<file path="src/rtl/turn_lamp_pkg.sv">
package turn_lamp_pkg;

   localparam int unsigned SIDE_LAMPS = 3;
   localparam int unsigned LVL_W      = $clog2(SIDE_LAMPS + 1);

   typedef logic [LVL_W-1:0] lamp_lvl_t;

   typedef enum logic [2:0] {
      ST_DARK = 3'd0,
      ST_L1   = 3'd1,
      ST_L2   = 3'd2,
      ST_L3   = 3'd3,
      ST_R1   = 3'd4,
      ST_R2   = 3'd5,
      ST_R3   = 3'd6,
      ST_ALL  = 3'd7
   } lamp_state_e;

   typedef enum logic [1:0] {
      REQ_NONE  = 2'd0,
      REQ_LEFT  = 2'd1,
      REQ_RIGHT = 2'd2,
      REQ_WARN  = 2'd3
   } lamp_req_e;

   // number of lamps lit on the left side for a given state
   function automatic lamp_lvl_t left_level(lamp_state_e s);
      case (s)
         ST_L1:   return lamp_lvl_t'(1);
         ST_L2:   return lamp_lvl_t'(2);
         ST_L3:   return lamp_lvl_t'(3);
         ST_ALL:  return lamp_lvl_t'(SIDE_LAMPS);
         default: return '0;
      endcase
   endfunction

   // number of lamps lit on the right side for a given state
   function automatic lamp_lvl_t right_level(lamp_state_e s);
      case (s)
         ST_R1:   return lamp_lvl_t'(1);
         ST_R2:   return lamp_lvl_t'(2);
         ST_R3:   return lamp_lvl_t'(3);
         ST_ALL:  return lamp_lvl_t'(SIDE_LAMPS);
         default: return '0;
      endcase
   endfunction

endpackage

</file>
<file path="src/rtl/turn_lamp_tick.sv">
module turn_lamp_tick #(
   parameter int unsigned STEP_DIV = 6_250_000
) (
   input  logic clk_i,
   input  logic rst_i,
   output logic step_o
);

   localparam int unsigned CW = (STEP_DIV > 1) ? $clog2(STEP_DIV) : 1;
   localparam logic [CW-1:0] LAST = CW'(STEP_DIV - 1);

   generate
      if (STEP_DIV < 2) begin : g_bad_div
         $error("turn_lamp_tick: STEP_DIV must be at least 2");
      end
   endgenerate

   logic [CW-1:0] cnt_q;

   always_ff @(posedge clk_i) begin
      if (rst_i) begin
         cnt_q <= '0;
      end else if (cnt_q == LAST) begin
         cnt_q <= '0;
      end else begin
         cnt_q <= cnt_q + 1'b1;
      end
   end

   assign step_o = (cnt_q == LAST);

endmodule

</file>
<file path="src/rtl/turn_lamp_req.sv">
module turn_lamp_req
   import turn_lamp_pkg::*;
(
   input  logic      left_i,
   input  logic      right_i,
   input  logic      hazard_i,
   output lamp_req_e req_o
);

   always_comb begin
      if (hazard_i) begin
         req_o = REQ_WARN;
      end else if (left_i && !right_i) begin
         req_o = REQ_LEFT;
      end else if (right_i && !left_i) begin
         req_o = REQ_RIGHT;
      end else begin
         // idle or contradictory request: go dark
         req_o = REQ_NONE;
      end
   end

endmodule

</file>
<file path="src/rtl/turn_lamp_fsm.sv">
module turn_lamp_fsm
   import turn_lamp_pkg::*;
(
   input  logic        clk_i,
   input  logic        rst_i,
   input  logic        step_i,
   input  lamp_req_e   req_i,
   output lamp_state_e state_q_o,
   output lamp_state_e state_d_o
);

   lamp_state_e state_q;
   lamp_state_e state_d;

   always_comb begin
      state_d = state_q;
      if (step_i) begin
         case (req_i)
            REQ_WARN: begin
               state_d = (state_q == ST_ALL) ? ST_DARK : ST_ALL;
            end
            REQ_LEFT: begin
               case (state_q)
                  ST_L1:   state_d = ST_L2;
                  ST_L2:   state_d = ST_L3;
                  ST_L3:   state_d = ST_DARK;
                  default: state_d = ST_L1;
               endcase
            end
            REQ_RIGHT: begin
               case (state_q)
                  ST_R1:   state_d = ST_R2;
                  ST_R2:   state_d = ST_R3;
                  ST_R3:   state_d = ST_DARK;
                  default: state_d = ST_R1;
               endcase
            end
            default: state_d = ST_DARK;
         endcase
      end
   end

   always_ff @(posedge clk_i) begin
      if (rst_i) begin
         state_q <= ST_DARK;
      end else begin
         state_q <= state_d;
      end
   end

   assign state_q_o = state_q;
   assign state_d_o = state_d;

endmodule

</file>
<file path="src/rtl/turn_lamp_drive.sv">
module turn_lamp_drive
   import turn_lamp_pkg::*;
#(
   parameter bit REG_OUT = 1'b1
) (
   input  logic                  clk_i,
   input  logic                  rst_i,
   input  lamp_state_e           state_q_i,
   input  lamp_state_e           state_d_i,
   output logic [SIDE_LAMPS-1:0] left_o,
   output logic [SIDE_LAMPS-1:0] right_o
);

   lamp_state_e           src_state;
   lamp_lvl_t             lvl_l;
   lamp_lvl_t             lvl_r;
   logic [SIDE_LAMPS-1:0] bar_l;
   logic [SIDE_LAMPS-1:0] bar_r;

   // registered variant decodes the next state so lamps move with the state
   assign src_state = REG_OUT ? state_d_i : state_q_i;
   assign lvl_l     = left_level(src_state);
   assign lvl_r     = right_level(src_state);

   generate
      for (genvar i = 0; i < SIDE_LAMPS; i++) begin : g_lamp
         assign bar_l[i] = (lvl_l > lamp_lvl_t'(i));
         assign bar_r[i] = (lvl_r > lamp_lvl_t'(i));
      end

      if (REG_OUT) begin : g_reg
         logic [SIDE_LAMPS-1:0] left_q;
         logic [SIDE_LAMPS-1:0] right_q;
         always_ff @(posedge clk_i) begin
            if (rst_i) begin
               left_q  <= '0;
               right_q <= '0;
            end else begin
               left_q  <= bar_l;
               right_q <= bar_r;
            end
         end
         assign left_o  = left_q;
         assign right_o = right_q;
      end else begin : g_comb
         logic unused_clk;
         assign unused_clk = clk_i ^ rst_i ^ (^state_d_i);
         assign left_o  = bar_l;
         assign right_o = bar_r;
      end
   endgenerate

endmodule

</file>
<file path="src/rtl/turn_lamp_seq.sv">
module turn_lamp_seq
   import turn_lamp_pkg::*;
#(
   parameter int unsigned STEP_DIV = 6_250_000,
   parameter bit          REG_OUT  = 1'b1
) (
   input  logic                  clk_i,
   input  logic                  rst_i,
   input  logic                  left_i,
   input  logic                  right_i,
   input  logic                  hazard_i,
   output logic [SIDE_LAMPS-1:0] lamp_left_o,
   output logic [SIDE_LAMPS-1:0] lamp_right_o
);

   logic        step_w;
   lamp_req_e   req_w;
   lamp_state_e state_q_w;
   lamp_state_e state_d_w;

   turn_lamp_tick #(
      .STEP_DIV (STEP_DIV)
   ) u_tick (
      .clk_i  (clk_i),
      .rst_i  (rst_i),
      .step_o (step_w)
   );

   turn_lamp_req u_req (
      .left_i   (left_i),
      .right_i  (right_i),
      .hazard_i (hazard_i),
      .req_o    (req_w)
   );

   turn_lamp_fsm u_fsm (
      .clk_i     (clk_i),
      .rst_i     (rst_i),
      .step_i    (step_w),
      .req_i     (req_w),
      .state_q_o (state_q_w),
      .state_d_o (state_d_w)
   );

   turn_lamp_drive #(
      .REG_OUT (REG_OUT)
   ) u_drive (
      .clk_i     (clk_i),
      .rst_i     (rst_i),
      .state_q_i (state_q_w),
      .state_d_i (state_d_w),
      .left_o    (lamp_left_o),
      .right_o   (lamp_right_o)
   );

endmodule

</file>
<file path="config.mk">
export PLATFORM = sky130hd
export DESIGN_NAME = turn_lamp_seq
export DESIGN_NICKNAME = d
export VERILOG_FILES = /design/src/rtl/turn_lamp_pkg.sv /design/src/rtl/turn_lamp_tick.sv /design/src/rtl/turn_lamp_req.sv /design/src/rtl/turn_lamp_fsm.sv /design/src/rtl/turn_lamp_drive.sv /design/src/rtl/turn_lamp_seq.sv
export SDC_FILE = /design/constraint.sdc
export NUM_CORES = 1
export LEC_CHECK = 0
export BUFFER_PORTS_ARGS = -buffer_cell sky130_fd_sc_hd__buf_2
export CAP_MARGIN = 20
export CORE_AREA = 2 2 82 65
export CTS_CLUSTER_SIZE = 12
export DETAILED_ROUTE_END_ITERATION = 8
export DIE_AREA = 0 0 84 67
export PLACE_DENSITY = 0.52
export SYNTH_ARGS = -nofsm -noshare
export SYNTH_HDL_FRONTEND = slang
export SYNTH_SLANG_ARGS = --single-unit
</file>
<file path="constraint.sdc">
create_clock -name clk_i -period 2.6 [get_ports clk_i]
set_input_delay 0.26 -clock clk_i [delete_from_list [all_inputs] [get_ports clk_i]]
set_output_delay 0.26 -clock clk_i [all_outputs]
set_load 0.03 [all_outputs]
</file>
==> results.txt, run 1 <==
crit-path cells: ha_1 > nand3_1 > nand2b_1 > nor4_4 > mux2i_1 > maj3_2 > nor2_1
total CTS buffers: 5
Post-Place Setup Slack: 0.473 ns
Logic pwr share: 3.4%
post-synth top area share: 45.9%
H-tree depth: 2
Setup Crit Path Kind: reg2reg
sequential share of power: 56.5%
RSZ-0062 raised after global routing: no
Remaining DRCs: 0
Max Cap Viol: 0
first-pass GRT wire length: 4420 µm
sw frac: 21.9%
antenna diode count: 0
Final GP Congestion: 0.695
Worst Tran Pin Value: 0.556 ns
post-synth top area cell: dfxtp_1
sw power: 0.193 mW
R2R depth: 7
area grow syn2layout: 14.3%
Synth Register Bits: 32
family with the most delay on the worst path: simple AND/OR/NAND/NOR gates
Synth cell types: 34
Setup crit end kind: register
Startpoint Class: register
Worst Skew: 0.00498 ns
worst hold path class: in2reg
Final nets: 178
Final Hold Viols: 0
vias in the first global route: 934
clk buf depth: 2
drt pass-1 iters: 4
delay of the slowest critical-path stage: 0.44 ns
vias per std cell: 4.52
async set-or-reset flop fraction in the synthesized netlist: 0%
Final Worst Setup Slack: 0.476 ns
clk slew on worst S/H paths: 0.06 ns
Crit path required time: 2.78 ns
root buf cell: clkbuf_8
ranking of synthesized cells by area: dfxtp_1 (46%), xor2_1 (8.2%), nor2_1 (7.3%)
ANT nets after route: 0
Worst R2R End: u_drive.left_o[0]
FF-to-FF setup slack: 0.48 ns
Global Route Usage Sum: 10.3%
Final period util: 81.7%
wire length per cell: 10.9 µm
hold endpoint: u_drive.left_o[0]
Syn Std Cell Area: 1400 µm²
initial antenna violation count: 0
crit path max fanout: 5
Mapped Cells: 157
DIE WIDTH: 84 µm
setup tns final: 0 ns
largest net degree at the start of global routing: 15
Core ar.: 4760 µm²
# setup viols final: 0
CTS tree: built
layout cells sized above 1: 15.1%
WP buf/inv: 0
Pwr Density: 553 nW/µm²
register area: 641 µm²
GRT overflow: 0
yosys warns: 0
Critical Path AT: 2.30 ns
Rows: 22
Post-Route WL: 2520 µm
syn nets: 163
Via Count: 1049
insertion delay to the later sink of the worst-skew pair: 0.28 ns
Max IR drop VDD: 0.000348 V
die area: 5630 µm²
Iteration-0 DRC Markers: 34
clock sinks: 32
Post-synth EDFFs: 0
worst rel slew slack: 62.6%
hold_sp: rst_i
internal power: 0.689 mW
Slowest-stage cell, CP: mux2i_1
sequential area share after synthesis: 45.9%
status: complete, no violations
worst reg2reg startpoint: u_tick.cnt_q[0]
Max Slew Vio Count: 0
Leakage: 0.600 nW
Post-CTS Setup Inserts: 0
dominant synthesized flop cell: dfxtp_1
Util after Layout: 33.5%
hold buffers post-CTS: 0
height of the die: 67 µm
minimum clock period: 2.12 ns
Syn Area/Cell: 8.89 µm²
max frequency: 471 MHz
# port buffers: 10
fillcell total: 494
initial core utilization: 29.3%
clock network power share: 40.1%
hold path depth: 2
IO Pins: 11
detailed placement HPWL: 1740 µm
multi-input logic area: 706 µm²
Resize count post-CTS: 0
==> layer usage <==
metal  GRT usage, %  vias up  share of wire [%]
met3           5.08        5                5.8
met1           13.8      467                 54
met5              0        -                  0
met4           4.23        0                1.6
li1               -      561                  -
met2           13.7       16                 38
==> per-stage QoR <==
step | hold slack (ns) | cell area [µm²] | std cells | power, mW
CTS | 0.203 | 1590 | 232 | 0.896
global placement | 0.447 | 1520 | 225 | 0.540
detailed placement | 0.456 | 1520 | 225 | 0.539
floorplan | 0.332 | 1400 | 157 | 0.528
global route | 0.215 | 1590 | 232 | 0.924
finish | 0.213 | 1590 | 232 | 0.882
==> cell usage after synthesis (2+ instances only) <==
cell      number
dfxtp_1       32
nor2_1        27
nand3_1       14
xor2_1        13
inv_1          8
nand2_1        6
xnor2_1        6
a21oi_1        5
o21ai_0        4
or3_1          4
a31oi_1        3
buf_2          3
nand2b_1       3
nand4_1        3
nor3_1         3
and3_1         2
mux2i_1        2
nor2b_1        2
or2_2          2
==> power by group through the flow <==
stage / clock network [mW] / registers, mW / logic, mW
final: 0.353 / 0.498 / 0.0304
after global routing: 0.390 / 0.499 / 0.0354
after CTS: 0.367 / 0.498 / 0.0310
after detailed placement: 0 / 0.509 / 0.0306
after global placement: 0 / 0.509 / 0.0313
after floorplan: 0 / 0.508 / 0.0192
==> worst max path at each step <==
stage	from	to	depth (start not counted)
2_1_floorplan	u_tick.cnt_q[0]	u_drive.left_o[0]	7
3_3_place_gp	u_tick.cnt_q[0]	u_drive.left_o[0]	7
3_5_place_dp	u_tick.cnt_q[0]	u_drive.left_o[0]	7
4_1_cts	u_tick.cnt_q[0]	u_drive.left_o[0]	7
5_1_grt	u_tick.cnt_q[0]	u_drive.left_o[0]	7
6_report	u_tick.cnt_q[0]	u_drive.left_o[0]	7
==> layout make-up <==
class | instances | share of cell area (%)
well taps | 60 | 4.71
multi-input cells | 113 | 44.3
flip-flops and latches | 32 | 40.2
inverters | 8 | 1.88
clock inverters | 1 | 0.314
repair buffers | 12 | 4.08
clock buffers | 6 | 4.55
==> registers in the layout, indices dropped and copies added (netlist names) <==
name and flops:
u_drive.right_o 3, u_drive.left_o 3, u_tick.cnt_q 23, u_fsm.state_q_o 3
==> cells in the final DEF (no fill, tap or decap), types with 2 or more instances in the layout <==
master / instances
dfxtp_1: 32
nor2_1: 27
nand3_1: 14
xor2_1: 13
buf_2: 10
inv_1: 8
xnor2_1: 6
nand2_1: 6
a21oi_1: 5
clkbuf_8: 5
or3_1: 4
o21ai_0: 4
nand2b_1: 3
nand4_1: 3
a31oi_1: 3
nor3_1: 3
and3_1: 2
mux2i_1: 2
nor2b_1: 2
or2_2: 2
buf_4: 2
==> cells by family after synthesis <==
group | Yosys count | synth area share [%]
AOI/OAI and AO/OA | 14 | 5.74
buffers and inverters | 12 | 3.50
xor gates and xnor gates | 19 | 11.9
muxes | 3 | 2.24
and+or+nand+nor | 75 | 29.0
adders and majority gates | 2 | 1.70
DFF | 32 | 45.9
Note: power is estimated with default switching activity, not from simulation.
==> run 2, diff against run 1 <==
==> constraint.sdc (replaced) <==
create_clock -name clk_i -period 2 [get_ports clk_i]
set_input_delay 0.2 -clock clk_i [delete_from_list [all_inputs] [get_ports clk_i]]
set_output_delay 0.2 -clock clk_i [all_outputs]
set_load 0.03 [all_outputs]
==> run 2 against run 1 <==
  * Power up 46%
  * Cell count up 6.5%
  * Die area is the same
  * Sequential power grew 30%
  * Routed wire length increased by 7.8%
  * Largest power group unchanged
==> results.txt, run 2 (synthesized netlist as in run 1, its figures left out) <==
crit path from: u_tick.cnt_q[5] (was u_tick.cnt_q[0])
crit-path cells: nor4b_4 > nand3_2 > nor4_4 > buf_4 > mux2i_2 > maj3_2 > nor2_1 (was ha_1 > nand3_1 > nand2b_1 > nor4_4 > mux2i_1 > maj3_2 > nor2_1)
max frequency: 540 MHz (was 471 MHz)
Pwr Density: 723 nW/µm² (was 553 nW/µm²)
Max Slew Vio Count: 0 (unchanged)
Startpoint Class: register (unchanged)
Post-CTS Setup Inserts: 0 (unchanged)
Max Cap Viol: 0 (unchanged)
first-pass GRT wire length: 4570 µm (was 4420 µm)
Final GP Congestion: 0.723 (was 0.695)
Crit path required time: 2.18 ns (was 2.78 ns)
cell area after layout: 1790 µm² (was 1590 µm²)
delay of the slowest critical-path stage: 0.34 ns (was 0.44 ns)
worst hold path class: in2reg (unchanged)
status: complete, no violations (unchanged)
FF-to-FF setup slack: 0.15 ns (was 0.48 ns)
ANT nets after route: 0 (unchanged)
Slowest-stage cell, CP: dfxtp_1 (was mux2i_1)
Rows: 22 (unchanged)
height of the die: 67 µm (unchanged)
root buf cell: clkbuf_8 (unchanged)
Worst Skew: 0.00508 ns (was 0.00498 ns)
hold endpoint: u_fsm.state_q_o[0] (was u_drive.left_o[0])
Remaining DRCs: 0 (unchanged)
wire length per cell: 11.0 µm (was 10.9 µm)
fillcell total: 513 (was 494)
Leakage: 0.697 nW (was 0.600 nW)
hold buffers post-CTS: 0 (unchanged)
highest-count cells in the layout ignoring fill and taps: dfxtp_1 (31), nor2_1 (27), buf_4 (15), xor2_1 (13), nand3_1 (11) (was dfxtp_1 (32), nor2_1 (27), nand3_1 (14), xor2_1 (13), buf_2 (10))
clock sinks: 32 (unchanged)
DIE WIDTH: 84 µm (unchanged)
RSZ-0062 raised after global routing: no (unchanged)
# port buffers: 10 (unchanged)
CTS tree: built (unchanged)
Overall Power: 1.29 mW (was 0.882 mW)
IO Pins: 11 (unchanged)
family with the most delay on the worst path: simple AND/OR/NAND/NOR gates (unchanged)
worst reg2reg startpoint: u_tick.cnt_q[5] (was u_tick.cnt_q[0])
antenna diode count: 0 (unchanged)
clk slew on worst S/H paths: 0.07 ns (was 0.06 ns)
Global Route Usage Sum: 10.6% (was 10.3%)
# setup viols final: 0 (unchanged)
WP buf/inv: 1 (was 0)
initial antenna violation count: 0 (unchanged)
Post-Place Cell Area: 1630 µm² (was 1520 µm²)
layout cells sized above 1: 25.1% (was 15.1%)
drt pass-1 iters: 4 (unchanged)
fin cells: 247 (was 232)
leading cell type in the layout, fill and taps excluded: dfxtp_1 (unchanged)
initial core utilization: 29.3% (unchanged)
vias in the first global route: 971 (was 934)
Iteration-0 DRC Markers: 44 (was 34)
largest register by flop count: u_tick.cnt_q (unchanged)
R2R depth: 7 (unchanged)
Final Worst Setup Slack: 0.148 ns (was 0.476 ns)
Setup crit end kind: register (unchanged)
die area: 5630 µm² (unchanged)
area grow syn2layout: 28.1% (was 14.3%)
vias per std cell: 4.51 (was 4.52)
worst rel slew slack: 79.7% (was 62.6%)
Critical Path AT: 2.03 ns (was 2.30 ns)
Final nets: 192 (was 178)
placed cell count: 239 (was 225)
hold path depth: 2 (unchanged)
detailed placement HPWL: 1900 µm (was 1740 µm)
Setup Crit Path Kind: reg2reg (unchanged)
Core ar.: 4760 µm² (unchanged)
Post-Route WL: 2720 µm (was 2520 µm)
Worst Tran Pin Value: 0.301 ns (was 0.556 ns)
Resize count post-CTS: 0 (unchanged)
Via Count: 1115 (was 1049)
GRT overflow: 0 (unchanged)
setup tns final: 0 ns (unchanged)
Post-Place Setup Slack: 0.0590 ns (was 0.473 ns)
clk buf depth: 2 (unchanged)
total CTS buffers: 5 (unchanged)
crit path max fanout: 3 (was 5)
insertion delay to the later sink of the worst-skew pair: 0.28 ns (about the same)
Final Hold Viols: 0 (unchanged)
max reg flops: 23 (unchanged)
largest net degree at the start of global routing: 23 (was 15)
Final period util: 92.6% (was 81.7%)
Worst R2R End: u_drive.left_o[0] (unchanged)
H-tree depth: 2 (unchanged)
hold_sp: rst_i (unchanged)
minimum clock period: 1.85 ns (was 2.12 ns)
Max IR drop VDD: 0.000327 V (was 0.000348 V)
## run 2: stage by stage
step,hold slack (ns),util [%]
CTS,0.153,36.6
global route,0.149,37.5
detailed placement,0.458,34.3
finish,0.155,37.5
floorplan,0.272,-
global placement,0.461,34.3
## run 2: final cells by class
cell class / instances / area (µm²) / area share, %
clock buffers: 6 / 72.6 / 4.06
clock inverters: 2 / 35.0 / 1.96
inverters: 8 / 30.0 / 1.68
multi-input cells: 113 / 749 / 41.9
flip-flops and latches: 32 / 642 / 35.9
well taps: 60 / 75.1 / 4.20
repair buffers: 26 / 183 / 10.2
## run 2: power breakdown
part	total (mW)	switching (mW)	internal, mW
Sequential	0.647	0.00419	0.642
Clock	0.599	0.230	0.369
Combinational	0.0461	0.0251	0.0209
Total	1.29	0.259	1.03
## run 2: how the worst max path moves through the flow
stage | end | cells after the start
6_report | u_drive.left_o[0] | 7
5_1_grt | u_drive.left_o[0] | 7
4_1_cts | u_drive.left_o[0] | 7
3_5_place_dp | u_drive.left_o[0] | 7
3_3_place_gp | u_drive.left_o[0] | 6
2_1_floorplan | u_drive.left_o[0] | 7
## run 2: layer usage
metal | share of wire, % | track usage, %
met5 | 0 | 0
met4 | 0.92 | 4.23
met1 | 57 | 15.1
met3 | 4.2 | 3.84
met2 | 38 | 14.2
